--- config.mk ---
export PLATFORM = sky130hd
export DESIGN_NAME = adcSeqTop
export DESIGN_NICKNAME = d
export VERILOG_FILES = /design/src/rtl/adcSeqPkg.sv /design/src/rtl/adcSeqDatapath.sv /design/src/rtl/adcSeqControl.sv /design/src/rtl/adcSeqTop.sv
export SDC_FILE = /design/constraint.sdc
export NUM_CORES = 1
export LEC_CHECK = 0
export CORE_ASPECT_RATIO = 1.5
export CORE_MARGIN = 1
export CORE_UTILIZATION = 60
export DETAILED_ROUTE_END_ITERATION = 12
export GPL_TIMING_DRIVEN = 0
export PLACE_DENSITY = 0.84
export SLEW_MARGIN = 25
export SYNTH_ARGS = -nofsm -noshare
export SYNTH_HDL_FRONTEND = slang
export SYNTH_SLANG_ARGS = --single-unit
--- constraint.sdc ---
create_clock -name clk -period 4.5 [get_ports clk]
set_clock_uncertainty 0.1 [all_clocks]
set_input_delay 0.9 -clock clk [delete_from_list [all_inputs] [get_ports clk]]
set_output_delay 0.9 -clock clk [all_outputs]
set_load 0.02 [all_outputs]
--- src/rtl/adcSeqPkg.sv ---
package adcSeqPkg;

  typedef enum logic [1:0] {
    OP_START,
    OP_STOP,
    OP_WRITE,
    OP_READ
  } opKind_t;

  // strobes from control to datapath
  typedef struct packed {
    logic    go;
    opKind_t kind;
    logic [7:0] txByte;
    logic    ackOut;   // 1: pull SDA low on ninth clock of a read
  } dpCmd_t;

  // status from datapath to control
  typedef struct packed {
    logic       done;
    logic       nack;
    logic [7:0] rxByte;
  } dpStat_t;

endpackage

--- src/rtl/adcSeqDatapath.sv ---
module adcSeqDatapath
  import adcSeqPkg::*;
#(
  parameter int DIV_W = 8
) (
  input  logic             clk,
  input  logic             rstN,
  input  logic [DIV_W-1:0] clkDiv,
  input  dpCmd_t           cmd,
  output dpStat_t          stat,
  input  logic             sdaIn,
  output logic             sclLow,
  output logic             sdaLow
);

  localparam logic [3:0] LAST_DATA_BIT = 4'd7;
  localparam logic [3:0] ACK_BIT       = 4'd8;

  logic             active;
  opKind_t          kindQ;
  logic [1:0]       quarter;
  logic [3:0]       bitIdx;
  logic [DIV_W-1:0] divCnt;
  logic [7:0]       txQ;
  logic [7:0]       rxQ;
  logic             ackQ;
  logic             nackQ;
  logic             doneQ;

  logic       tick;
  logic       lastBit;
  logic       byteOp;
  logic [1:0] nextQ;

  assign tick    = active && (divCnt == clkDiv);
  assign byteOp  = (kindQ == OP_WRITE) || (kindQ == OP_READ);
  assign lastBit = byteOp ? (bitIdx == ACK_BIT) : (bitIdx == 4'd0);
  assign nextQ   = quarter + 2'd1;

  always_ff @(posedge clk) begin
    if (!rstN) begin
      active  <= 1'b0;
      kindQ   <= OP_START;
      quarter <= '0;
      bitIdx  <= '0;
      divCnt  <= '0;
      txQ     <= '0;
      rxQ     <= '0;
      ackQ    <= 1'b0;
      nackQ   <= 1'b0;
      doneQ   <= 1'b0;
      sclLow  <= 1'b0;
      sdaLow  <= 1'b0;
    end else begin
      doneQ <= 1'b0;
      if (cmd.go) begin
        active  <= 1'b1;
        kindQ   <= cmd.kind;
        quarter <= '0;
        bitIdx  <= '0;
        divCnt  <= '0;
        txQ     <= cmd.txByte;
        ackQ    <= cmd.ackOut;
        case (cmd.kind)
          OP_STOP:  sdaLow <= 1'b1;
          OP_WRITE: sdaLow <= !cmd.txByte[7];
          default:  sdaLow <= 1'b0;
        endcase
      end else if (tick) begin
        divCnt <= '0;
        if (quarter == 2'd3) begin
          if (lastBit) begin
            active <= 1'b0;
            doneQ  <= 1'b1;
          end else begin
            bitIdx  <= bitIdx + 4'd1;
            quarter <= '0;
            txQ     <= {txQ[6:0], 1'b0};
            if (kindQ == OP_WRITE) begin
              sdaLow <= (bitIdx == LAST_DATA_BIT) ? 1'b0 : !txQ[6];
            end else begin
              sdaLow <= (bitIdx == LAST_DATA_BIT) ? ackQ : 1'b0;
            end
          end
        end else begin
          quarter <= nextQ;
          case (nextQ)
            2'd1: sclLow <= 1'b0;
            2'd2: begin
              if (kindQ == OP_START) begin
                sdaLow <= 1'b1;
              end else if (kindQ == OP_STOP) begin
                sdaLow <= 1'b0;
              end else if (bitIdx == ACK_BIT) begin
                nackQ <= sdaIn;
              end else begin
                rxQ <= {rxQ[6:0], sdaIn};
              end
            end
            default: begin
              if (kindQ != OP_STOP) sclLow <= 1'b1;
            end
          endcase
        end
      end else if (active) begin
        divCnt <= divCnt + 1'b1;
      end
    end
  end

  assign stat.done   = doneQ;
  assign stat.nack   = nackQ;
  assign stat.rxByte = rxQ;

  AST_SDA_HELD_WHILE_SCL_HIGH: assert property (@(posedge clk) disable iff (!rstN)
    (active && $past(active) && byteOp && $past(byteOp) && !sclLow && $past(!sclLow))
      |-> $stable(sdaLow));

  AST_LAUNCH_ONLY_WHEN_IDLE: assert property (@(posedge clk) disable iff (!rstN)
    cmd.go |-> !active);

endmodule

--- src/rtl/adcSeqControl.sv ---
module adcSeqControl
  import adcSeqPkg::*;
#(
  parameter int         QUIET_CYC   = 925,
  parameter int         RETRY_CYC   = 200,
  parameter logic [4:0] ADDR_PREFIX = 5'b10010
) (
  input  logic        clk,
  input  logic        rstN,
  input  logic        startReq,
  input  logic        stopReq,
  input  logic [1:0]  addrPins,
  input  logic [7:0]  cmdByte,
  input  dpStat_t     stat,
  output dpCmd_t      cmd,
  output logic [11:0] sampleData,
  output logic        sampleValid,
  output logic        nackErr,
  output logic        busy,
  output logic        quietActive
);

  localparam int CNT_MAX = (QUIET_CYC > RETRY_CYC) ? QUIET_CYC : RETRY_CYC;
  localparam int CNT_W   = $clog2(CNT_MAX + 1);
  localparam logic [CNT_W-1:0] QUIET_LAST = CNT_W'(QUIET_CYC - 1);
  localparam logic [CNT_W-1:0] RETRY_LAST = CNT_W'(RETRY_CYC - 1);

  typedef enum logic [3:0] {
    S_IDLE, S_START, S_WADDR, S_CMD, S_RSTART, S_RADDR,
    S_RD0, S_RD1, S_SRLOOP, S_QUIET, S_STOPERR, S_RETRY, S_STOPEND
  } state_t;

  state_t           state;
  logic             inFlight;
  logic             stopPend;
  logic [CNT_W-1:0] cnt;
  logic [3:0]       hiNibble;
  logic             isOp;

  assign isOp = !(state inside {S_IDLE, S_QUIET, S_RETRY});

  always_comb begin
    cmd        = '0;
    cmd.go     = isOp && !inFlight;
    cmd.kind   = OP_START;
    case (state)
      S_STOPERR, S_STOPEND: cmd.kind = OP_STOP;
      S_WADDR: begin
        cmd.kind   = OP_WRITE;
        cmd.txByte = {ADDR_PREFIX, addrPins, 1'b0};
      end
      S_CMD: begin
        cmd.kind   = OP_WRITE;
        cmd.txByte = cmdByte;
      end
      S_RADDR: begin
        cmd.kind   = OP_WRITE;
        cmd.txByte = {ADDR_PREFIX, addrPins, 1'b1};
      end
      S_RD0: begin
        cmd.kind   = OP_READ;
        cmd.ackOut = 1'b1;
      end
      S_RD1: cmd.kind = OP_READ;
      default: ;
    endcase
  end

  always_ff @(posedge clk) begin
    if (!rstN) begin
      state       <= S_IDLE;
      inFlight    <= 1'b0;
      stopPend    <= 1'b0;
      cnt         <= '0;
      hiNibble    <= '0;
      sampleData  <= '0;
      sampleValid <= 1'b0;
      nackErr     <= 1'b0;
    end else begin
      sampleValid <= 1'b0;
      nackErr     <= 1'b0;
      if (stopReq && state != S_IDLE) stopPend <= 1'b1;
      if (cmd.go) inFlight <= 1'b1;
      case (state)
        S_IDLE: begin
          stopPend <= 1'b0;
          if (startReq) state <= S_START;
        end
        S_QUIET: begin
          if (cnt == QUIET_LAST) begin
            cnt   <= '0;
            state <= S_WADDR;
          end else begin
            cnt <= cnt + 1'b1;
          end
        end
        S_RETRY: begin
          if (stopPend || stopReq) begin
            cnt   <= '0;
            state <= S_IDLE;
          end else if (cnt == RETRY_LAST) begin
            cnt   <= '0;
            state <= S_START;
          end else begin
            cnt <= cnt + 1'b1;
          end
        end
        default: begin
          if (stat.done) begin
            inFlight <= 1'b0;
            case (state)
              S_START:  state <= S_WADDR;
              S_WADDR: begin
                state   <= stat.nack ? S_STOPERR : S_CMD;
                nackErr <= stat.nack;
              end
              S_CMD:    state <= S_RSTART;
              S_RSTART: state <= S_RADDR;
              S_RADDR: begin
                state   <= stat.nack ? S_STOPERR : S_RD0;
                nackErr <= stat.nack;
              end
              S_RD0: begin
                hiNibble <= stat.rxByte[3:0];
                state    <= S_RD1;
              end
              S_RD1: begin
                sampleData  <= {hiNibble, stat.rxByte};
                sampleValid <= 1'b1;
                state       <= (stopPend || stopReq) ? S_STOPEND : S_SRLOOP;
              end
              S_SRLOOP: begin
                cnt   <= '0;
                state <= S_QUIET;
              end
              S_STOPERR: begin
                cnt   <= '0;
                state <= S_RETRY;
              end
              default: state <= S_IDLE;
            endcase
          end
        end
      endcase
    end
  end

  assign busy        = (state != S_IDLE);
  assign quietActive = (state == S_QUIET);

  AST_VALID_SINGLE_CYCLE: assert property (@(posedge clk) disable iff (!rstN)
    sampleValid |=> !sampleValid);

  AST_ERR_SINGLE_CYCLE: assert property (@(posedge clk) disable iff (!rstN)
    nackErr |=> !nackErr);

endmodule

--- src/rtl/adcSeqTop.sv ---
module adcSeqTop
  import adcSeqPkg::*;
#(
  parameter int         CLK_HZ      = 250_000_000,
  parameter int         QUIET_NS    = 3700,
  parameter int         RETRY_CYC   = 200,
  parameter int         DIV_W       = 8,
  parameter logic [4:0] ADDR_PREFIX = 5'b10010
) (
  input  logic             clk,
  input  logic             rstN,
  input  logic             startReq,
  input  logic             stopReq,
  input  logic [1:0]       addrPins,
  input  logic [7:0]       cmdByte,
  input  logic [DIV_W-1:0] clkDiv,
  input  logic             sdaIn,
  output logic             sclLow,
  output logic             sdaLow,
  output logic [11:0]      sampleData,
  output logic             sampleValid,
  output logic             nackErr,
  output logic             busy
);

  localparam longint NS_PER_S  = 64'd1_000_000_000;
  localparam int     QUIET_CYC =
    int'((longint'(CLK_HZ) * longint'(QUIET_NS) + NS_PER_S - 64'd1) / NS_PER_S);

  dpCmd_t  dpCmd;
  dpStat_t dpStat;
  logic    quietActive;

  adcSeqControl #(
    .QUIET_CYC  (QUIET_CYC),
    .RETRY_CYC  (RETRY_CYC),
    .ADDR_PREFIX(ADDR_PREFIX)
  ) ctrl (
    .clk        (clk),
    .rstN       (rstN),
    .startReq   (startReq),
    .stopReq    (stopReq),
    .addrPins   (addrPins),
    .cmdByte    (cmdByte),
    .stat       (dpStat),
    .cmd        (dpCmd),
    .sampleData (sampleData),
    .sampleValid(sampleValid),
    .nackErr    (nackErr),
    .busy       (busy),
    .quietActive(quietActive)
  );

  adcSeqDatapath #(
    .DIV_W(DIV_W)
  ) dp (
    .clk   (clk),
    .rstN  (rstN),
    .clkDiv(clkDiv),
    .cmd   (dpCmd),
    .stat  (dpStat),
    .sdaIn (sdaIn),
    .sclLow(sclLow),
    .sdaLow(sdaLow)
  );

  AST_QUIET_BUS_FROZEN: assert property (@(posedge clk) disable iff (!rstN)
    (quietActive && $past(quietActive)) |-> ($stable(sclLow) && $stable(sdaLow)));

  AST_IDLE_BUS_RELEASED: assert property (@(posedge clk) disable iff (!rstN)
    !busy |-> (!sclLow && !sdaLow));

endmodule

==> results.sh, run 1 <==
export IMPL_groute_usage_overall_pct=28.4
export IMPL_rsz_0062_raised_after_global_routing="no"
export IMPL_yosys_warnings=0
export IMPL_synth_simple_gate_area_share_pct=25.9
export IMPL_core_area_mm2=0.00579
export IMPL_cp_cell_sequence="clkbuf_1 -> clkbuf_1 -> nor2_1 -> nand2_1 -> clkdlybuf4s50_1"
export IMPL_synthTopCellsByCount="sky130_fd_sc_hd__nand2_1 (75), sky130_fd_sc_hd__dfxtp_1 (71), sky130_fd_sc_hd__a21oi_1 (34), sky130_fd_sc_hd__nor2_1 (29), sky130_fd_sc_hd__mux2i_1 (23)"
export IMPL_crit_path_end="busy"
export IMPL_setup_viol=0
export IMPL_synth_compound_area_share_pct=15.2
export IMPL_numCtsBuffers=9
export IMPL_cp_slowest_cell="sky130_fd_sc_hd__clkdlybuf4s50_1"
export IMPL_cts_resized_gates=0
export IMPL_setup_worst_path_end_class="primary output"
export IMPL_starting_utilization_of_the_core_area_pct=61.7
export IMPL_clock_root_buffer="sky130_fd_sc_hd__clkbuf_8"
export IMPL_drt_pre_antenna_iters=5
export IMPL_crit_path_start_kind="flip-flop"
export IMPL_postSynth_asyncResetShare_pct=0
export IMPL_tightestPinTransition_ns=0.835
export IMPL_synth_fa_ha_area_share_pct=3.85
export IMPL_max_freq_mhz=302
export IMPL_count_of_input_and_output_buffers=39
export IMPL_fillCellCount=460
export IMPL_min_period_over_period_pct=73.6
export IMPL_syn_num_nets=471
export IMPL_synth_top_cell_by_area="sky130_fd_sc_hd__dfxtp_1"
export IMPL_arrival_ns=2.31
export IMPL_num_antenna_cells=0
export IMPL_status="finished clean"
export IMPL_synthMostInstantiatedCell="sky130_fd_sc_hd__nand2_1"
export IMPL_power_density_cell_area_mw_per_mm2=388
export IMPL_area_growth_syn_to_layout_pct=18.6
export IMPL_ys_types=49
export IMPL_largest_net_degree_at_the_start_of_global_routing=16
export IMPL_power_leakage_nw=1.47
export IMPL_required_ns=3.50
export IMPL_cts_tree="built"
export IMPL_setup_reg_to_reg_worst_slack_ns=1.96
export IMPL_synth_largest_type_area_fraction_pct=39.8
export IMPL_hpwl_um=6110
export IMPL_synthXorXnorAreaFrac_pct=4.17
export IMPL_timing_final_max_slew_violations=0
export IMPL_timing_max_cap_violations=0
export IMPL_crit_type="flip-flop to primary output"
export IMPL_h_tree_depth=3
export IMPL_antenna_found_initial=0
export IMPL_detail_route_drc_violations=0
export IMPL_vias=3293
export IMPL_path_clk_slew_ns=0.08
export IMPL_cpMostUsedCell="sky130_fd_sc_hd__clkbuf_1"
export IMPL_clkLatencyLatePin_ns=0.36
export IMPL_postCtsHoldBufs=0
export IMPL_totalWireLength_um=8320
export IMPL_post_synth_mux_area_share_pct=6.45
export IMPL_cpPeakStageDelay_ns=0.60
export IMPL_post_cts_buffers=0
export IMPL_r2r_start="dp.divCnt[3]$_SDFFE_PP0P_"
export IMPL_final_critical_period_ns=3.31
export IMPL_grt_pass1_wl_um=13800
export IMPL_detailed_place_area_mm2=0.00405
export IMPL_avg_cell_area_syn_um2=8.17
export IMPL_first_global_vias=3178
export IMPL_drt_iter0_drc=176
export IMPL_crit_start="ctrl.state[3]$_SDFFE_PN0P_"
export IMPL_fp_row_count=34
export IMPL_stdcell_area_mm2=0.00424
export IMPL_die_height_um=96.5
export IMPL_avgRoutedWirePerCell_um=14.7
export IMPL_die_x_um=65.0
export IMPL_fin_hold_ws_ns=0.357
export IMPL_peakVddDrop_uv=275
export IMPL_timing_setup_tns_ns=0
export IMPL_die_outline_area_mm2=0.00627
export IMPL_synth_seq_cells=71
export IMPL_worst_r2r_endpoint="dp.rxQ[5]$_SDFFE_PN0P_"
export IMPL_critical_path_max_fanout=10
export IMPL_main_combinational_cell_family_by_area_after_synthesis="simple AND/OR/NAND/NOR gates"
export IMPL_synth_main_ff_cell="sky130_fd_sc_hd__dfxtp_1"
export IMPL_global_route_total_overflow=0
export IMPL_timing_hold_worst_path_depth=2
export IMPL_ratio_of_cells_with_drive_above_1_in_the_final_layout_pct=5.69
export IMPL_max_slew_margin_pct=43.9
export IMPL_syn_area_mm2=0.00357
export IMPL_timing_hold_worst_class="flip-flop to flip-flop"
export IMPL_clock_tree_buffer_depth=2
export IMPL_detail_route_vias_per_cell=5.84
export IMPL_num_io_pins=40
export IMPL_clock_sink_count=71
export IMPL_nNetsFinal=521
export IMPL_worstRegToRegCells=6
export IMPL_synth_edff_count=0
export IMPL_netlist_top_cells_area="sky130_fd_sc_hd__dfxtp_1 (40%), sky130_fd_sc_hd__nand2_1 (7.9%), sky130_fd_sc_hd__mux2i_1 (6.4%), sky130_fd_sc_hd__a21oi_1 (4.8%), sky130_fd_sc_hd__ha_1 (3.9%)"
export IMPL_syn_inst=437
export IMPL_timing_hold_violations_final=0
export IMPL_gpl_final_weighted_congestion=0.946
export IMPL_synth_sequential_area_ratio_pct=39.8
export IMPL_ant_nets_after_route=0
-- sequential cells by signal, summed over array words and instances (netlist names) --
register          count
dp.kindQ              2
dp.nackQ              1
dp.quarter            2
ctrl.inFlight         1
ctrl.sampleData      12
dp.sdaLow             1
ctrl.cnt             10
ctrl.hiNibble         4
dp.rxQ                8
dp.ackQ               1
dp.bitIdx             4
ctrl.sampleValid      1
ctrl.nackErr          1
dp.doneQ              1
dp.active             1
dp.divCnt             8
dp.txQ                7
ctrl.stopPend         1
ctrl.state            4
dp.sclLow             1
-- placed cells by master (no fill, tap or decap), types with 7 or more instances in the layout --
master	n
sky130_fd_sc_hd__clkbuf_1	21
sky130_fd_sc_hd__clkbuf_8	9
sky130_fd_sc_hd__inv_1	19
sky130_fd_sc_hd__a21oi_1	34
sky130_fd_sc_hd__xor2_1	11
sky130_fd_sc_hd__nand3_1	16
sky130_fd_sc_hd__a31oi_1	7
sky130_fd_sc_hd__ha_1	11
sky130_fd_sc_hd__mux2i_1	23
sky130_fd_sc_hd__dfxtp_1	71
sky130_fd_sc_hd__nand2_1	75
sky130_fd_sc_hd__nor2_1	29
sky130_fd_sc_hd__nand3b_1	10
sky130_fd_sc_hd__o21ai_0	16
sky130_fd_sc_hd__clkdlybuf4s50_1	39
-- worst max-delay path, delay by kind of cell (launching register included) --
kind,cells,cell delay (ns)
buffers and inverters,3,1.33
and+or+nand+nor,2,0.26
DFF,1,0.37
-- worst min-delay path by stage --
stage	start	endpoint	slack (ns)
floorplan	ctrl.hiNibble[2]$_SDFFE_PN0P_	ctrl.sampleData[10]$_SDFFE_PN0P_	0.33
global placement	ctrl.sampleData[7]$_SDFFE_PN0P_	ctrl.sampleData[7]$_SDFFE_PN0P_	0.34
detailed placement	ctrl.sampleData[2]$_SDFFE_PN0P_	ctrl.sampleData[2]$_SDFFE_PN0P_	0.35
CTS	ctrl.sampleData[2]$_SDFFE_PN0P_	ctrl.sampleData[2]$_SDFFE_PN0P_	0.36
global route	ctrl.sampleData[1]$_SDFFE_PN0P_	ctrl.sampleData[1]$_SDFFE_PN0P_	0.38
finish	ctrl.sampleData[2]$_SDFFE_PN0P_	ctrl.sampleData[2]$_SDFFE_PN0P_	0.36
-- cells by family (layout without fill, tap and decap cells) --
kind of cell,count (synthesis),in the layout
AND/OR/NAND/NOR,184,184
flip-flops,71,71
multiplexers,23,23
XOR/XNOR,17,17
AO/OA/AOI/OAI,89,89
buffers and inverters,42,97
adder cells (fa/ha/maj),11,11
-- per-layer routing --
layer / share of wire [%] / track usage, %
met1: 40 / 29.6
met2: 55 / 52.5
met3: 3.7 / 5.75
met4: 1.8 / 15.7
met5: 0 / 0
-- power breakdown --
part | switching, W | internal, W | leakage [nW] | total, W
Sequential | 0.0000398 | 0.000668 | 0.574 | 0.000707
Combinational | 0.000277 | 0.000172 | 0.809 | 0.000448
Clock | 0.000277 | 0.000210 | 0.0888 | 0.000487
Total | 0.000594 | 0.00105 | 1.47 | 0.00164
-- per-stage QoR --
| stage | instances | worst slack, ns | power (W) | utilization (%) |
|---|---|---|---|---|
| floorplan | 437 | 1.92 | 0.00103 | - |
| global placement | 548 | 1.09 | 0.00115 | 70.0 |
| detailed placement | 548 | 1.02 | 0.00116 | 70.0 |
| CTS | 564 | 1.22 | 0.00164 | 73.2 |
| global route | 564 | 1.04 | 0.00172 | 73.2 |
| finish | 564 | 1.19 | 0.00164 | 73.2 |
-- final cells by class --
cell class	count	area [um2]	share of cell area (%)
clock buffer	9	124	2.92
multi-input combinational	324	1980	46.8
buffer	23	95.1	2.24
tap	72	90.1	2.13
inverter	19	71.3	1.68
sequential	71	1420	33.5
timing repair buffer	39	390	9.21
clock inverter	7	61.3	1.45
Power figures use the tool's default switching activity.
==> run 2: changes to the inputs <==
Settings changed: CORE_UTILIZATION 60 to 56, PLACE_DENSITY 0.84 to 0.79.
Clock period 4.5 ns to 3.3 ns, I/O delays scaled along.
==> results.sh, run 2 (same netlist as run 1, synthesis figures left out) <==
export IMPL_mostFrequentLayoutCell="sky130_fd_sc_hd__nand2_1"
export IMPL_reg_largest_list="ctrl.sampleData: 12 flops, ctrl.cnt: 10 flops"
export IMPL_vias=3224
export IMPL_detail_route_drc_violations=0
export IMPL_setup_viol=0
export IMPL_largest_register="ctrl.sampleData"
export IMPL_crit_path_start_kind="flip-flop"
export IMPL_r2r_start="dp.divCnt[0]$_SDFFE_PP0P_"
export IMPL_postCtsHoldBufs=0
export IMPL_die_height_um=99.8
export IMPL_gpl_final_weighted_congestion=0.922
export IMPL_min_period_over_period_pct=92.9
export IMPL_ant_nets_after_route=0
export IMPL_drt_pre_antenna_iters=4
export IMPL_power_density_cell_area_mw_per_mm2=554
export IMPL_cp_slowest_cell="sky130_fd_sc_hd__clkdlybuf4s50_1"
export IMPL_die_outline_area_mm2=0.00671
export IMPL_timing_hold_worst_path_depth=2
export IMPL_detail_route_vias_per_cell=5.70
export IMPL_num_antenna_cells=0
export IMPL_timing_hold_violations_final=0
export IMPL_path_clk_slew_ns=0.08
export IMPL_groute_usage_overall_pct=27.7
export IMPL_count_of_input_and_output_buffers=39
export IMPL_h_tree_depth=3
export IMPL_arrival_ns=2.31
export IMPL_worst_r2r_endpoint="dp.rxQ[7]$_SDFFE_PN0P_"
export IMPL_setup_reg_to_reg_worst_slack_ns=0.72
export IMPL_clkLatencyLatePin_ns=0.35
export IMPL_clock_root_buffer="sky130_fd_sc_hd__clkbuf_8"
export IMPL_fin_total_pwr_w=0.00237
export IMPL_numCtsBuffers=9
export IMPL_totalWireLength_um=8390
export IMPL_layout_cells_most_common_list="sky130_fd_sc_hd__nand2_1 (75), sky130_fd_sc_hd__dfxtp_1 (71), sky130_fd_sc_hd__clkdlybuf4s50_1 (39)"
export IMPL_first_global_vias=3141
export IMPL_global_route_total_overflow=0
export IMPL_hpwl_um=6180
export IMPL_rsz_0062_raised_after_global_routing="no"
export IMPL_required_ns=2.54
export IMPL_whs_endpoint="ctrl.sampleData[11]$_SDFFE_PN0P_"
export IMPL_largest_register_ff_count=12
export IMPL_max_slew_margin_pct=38.4
export IMPL_min_delay_start="ctrl.hiNibble[3]$_SDFFE_PN0P_"
export IMPL_grt_pass1_wl_um=14100
export IMPL_post_cts_buffers=0
export IMPL_setup_worst_path_end_class="primary output"
export IMPL_final_critical_period_ns=3.07
export IMPL_die_x_um=67.2
export IMPL_core_area_mm2=0.00613
export IMPL_worstRegToRegCells=6
export IMPL_clock_tree_buffer_depth=2
export IMPL_timing_setup_tns_ns=0
export IMPL_peakVddDrop_uv=379
export IMPL_cpMostUsedCell="sky130_fd_sc_hd__clkbuf_1"
export IMPL_antenna_found_initial=0
export IMPL_ratio_of_cells_with_drive_above_1_in_the_final_layout_pct=5.69
export IMPL_timing_final_max_slew_violations=0
export IMPL_drt_iter0_drc=120
export IMPL_timing_max_cap_violations=0
export IMPL_cp_cell_sequence="clkbuf_1 -> clkbuf_1 -> nor2_1 -> nand2_1 -> clkdlybuf4s50_1"
export IMPL_fp_row_count=35
export IMPL_cpPeakStageDelay_ns=0.60
export IMPL_area_growth_syn_to_layout_pct=19.9
export IMPL_status="finished clean"
export IMPL_num_io_pins=40
export IMPL_crit_buf_inv=3
export IMPL_cts_resized_gates=0
export IMPL_tightestPinTransition_ns=0.917
export IMPL_power_leakage_nw=1.49
export IMPL_nNetsFinal=521
export IMPL_fillCellCount=517
export IMPL_largest_net_degree_at_the_start_of_global_routing=15
export IMPL_cp_top_family="buffers and inverters"
export IMPL_max_freq_mhz=326
export IMPL_timing_hold_worst_class="flip-flop to flip-flop"
export IMPL_cts_tree="built"
export IMPL_critical_path_max_fanout=10
export IMPL_avgRoutedWirePerCell_um=14.8
export IMPL_crit_type="flip-flop to primary output"
export IMPL_starting_utilization_of_the_core_area_pct=58.2
export IMPL_clock_sink_count=71
==> run 2: cell count changes in the layout (fill, tap and decap cells not counted) <==
cell | before | now
sky130_fd_sc_hd__inv_6 | 3 | 2
sky130_fd_sc_hd__clkinvlp_4 | 2 | 1
sky130_fd_sc_hd__bufinv_16 | 0 | 2
sky130_fd_sc_hd__clkinv_4 | 1 | 2
sky130_fd_sc_hd__inv_8 | 1 | 0
==> run 2: where the power goes <==
| group | switching [W] | internal (W) |
|---|---|---|
| combinational | 0.000386 | 0.000234 |
| sequential | 0.0000550 | 0.000910 |
| clock | 0.000352 | 0.000433 |
| total | 0.000793 | 0.00158 |
==> run 2: through the flow <==
step	instance area, um2	setup slack (ns)	util [%]	hold slack (ns)	cells
after global placement	4050	0.127	66.1	0.342	550
final	4280	0.234	69.8	0.352	566
after detailed placement	4050	0.0391	66.1	0.347	550
after CTS	4280	0.255	69.8	0.352	566
after global routing	4280	0.100	69.8	0.382	566
after floorplan	3570	0.956	-	0.331	437
==> run 2: worst max-delay path by stage <==
stage | cells after the start | slack (ns) | endpoint | start
global placement | 7 | 0.13 | dp.rxQ[3]$_SDFFE_PN0P_ | clkDiv[3]
detailed placement | 7 | 0.04 | dp.rxQ[7]$_SDFFE_PN0P_ | clkDiv[0]
floorplan | 6 | 0.96 | dp.rxQ[0]$_SDFFE_PN0P_ | clkDiv[2]
finish | 5 | 0.23 | busy | ctrl.state[3]$_SDFFE_PN0P_
global route | 5 | 0.10 | busy | ctrl.state[3]$_SDFFE_PN0P_
CTS | 5 | 0.25 | busy | ctrl.state[3]$_SDFFE_PN0P_
==> run 2: final cells by class <==
type	count	area [um2]	area share, %
repair buffers	39	390	9.12
clock inverters	7	103	2.40
clock buffers	9	124	2.89
plain buffers	23	95.1	2.22
flip-flops and latches	71	1420	33.2
well taps	74	92.6	2.16
inverters	19	71.3	1.67
multi-input cells	324	1980	46.3
==> run 2: worst reg2reg max path, delay by kind of cell (launching register included) <==
kind,cells,cell delay (ns)
xor+xnor,1,0.19
buf+inv,1,0.24
flops,1,0.37
mux,1,0.26
simple gates,3,1.36
==> run 2: routing by layer <==
metal | vias up | wire length (um) | share of wire, % | GRT usage [%]
met2 | 64 | 4560 | 54 | 49.9
met5 | - | 0 | 0 | 0
met1 | 1517 | 3390 | 40 | 30.4
met4 | 0 | 180 | 2.1 | 11.0
met3 | 15 | 261 | 3.1 | 6.14
li1 | 1628 | - | - | -
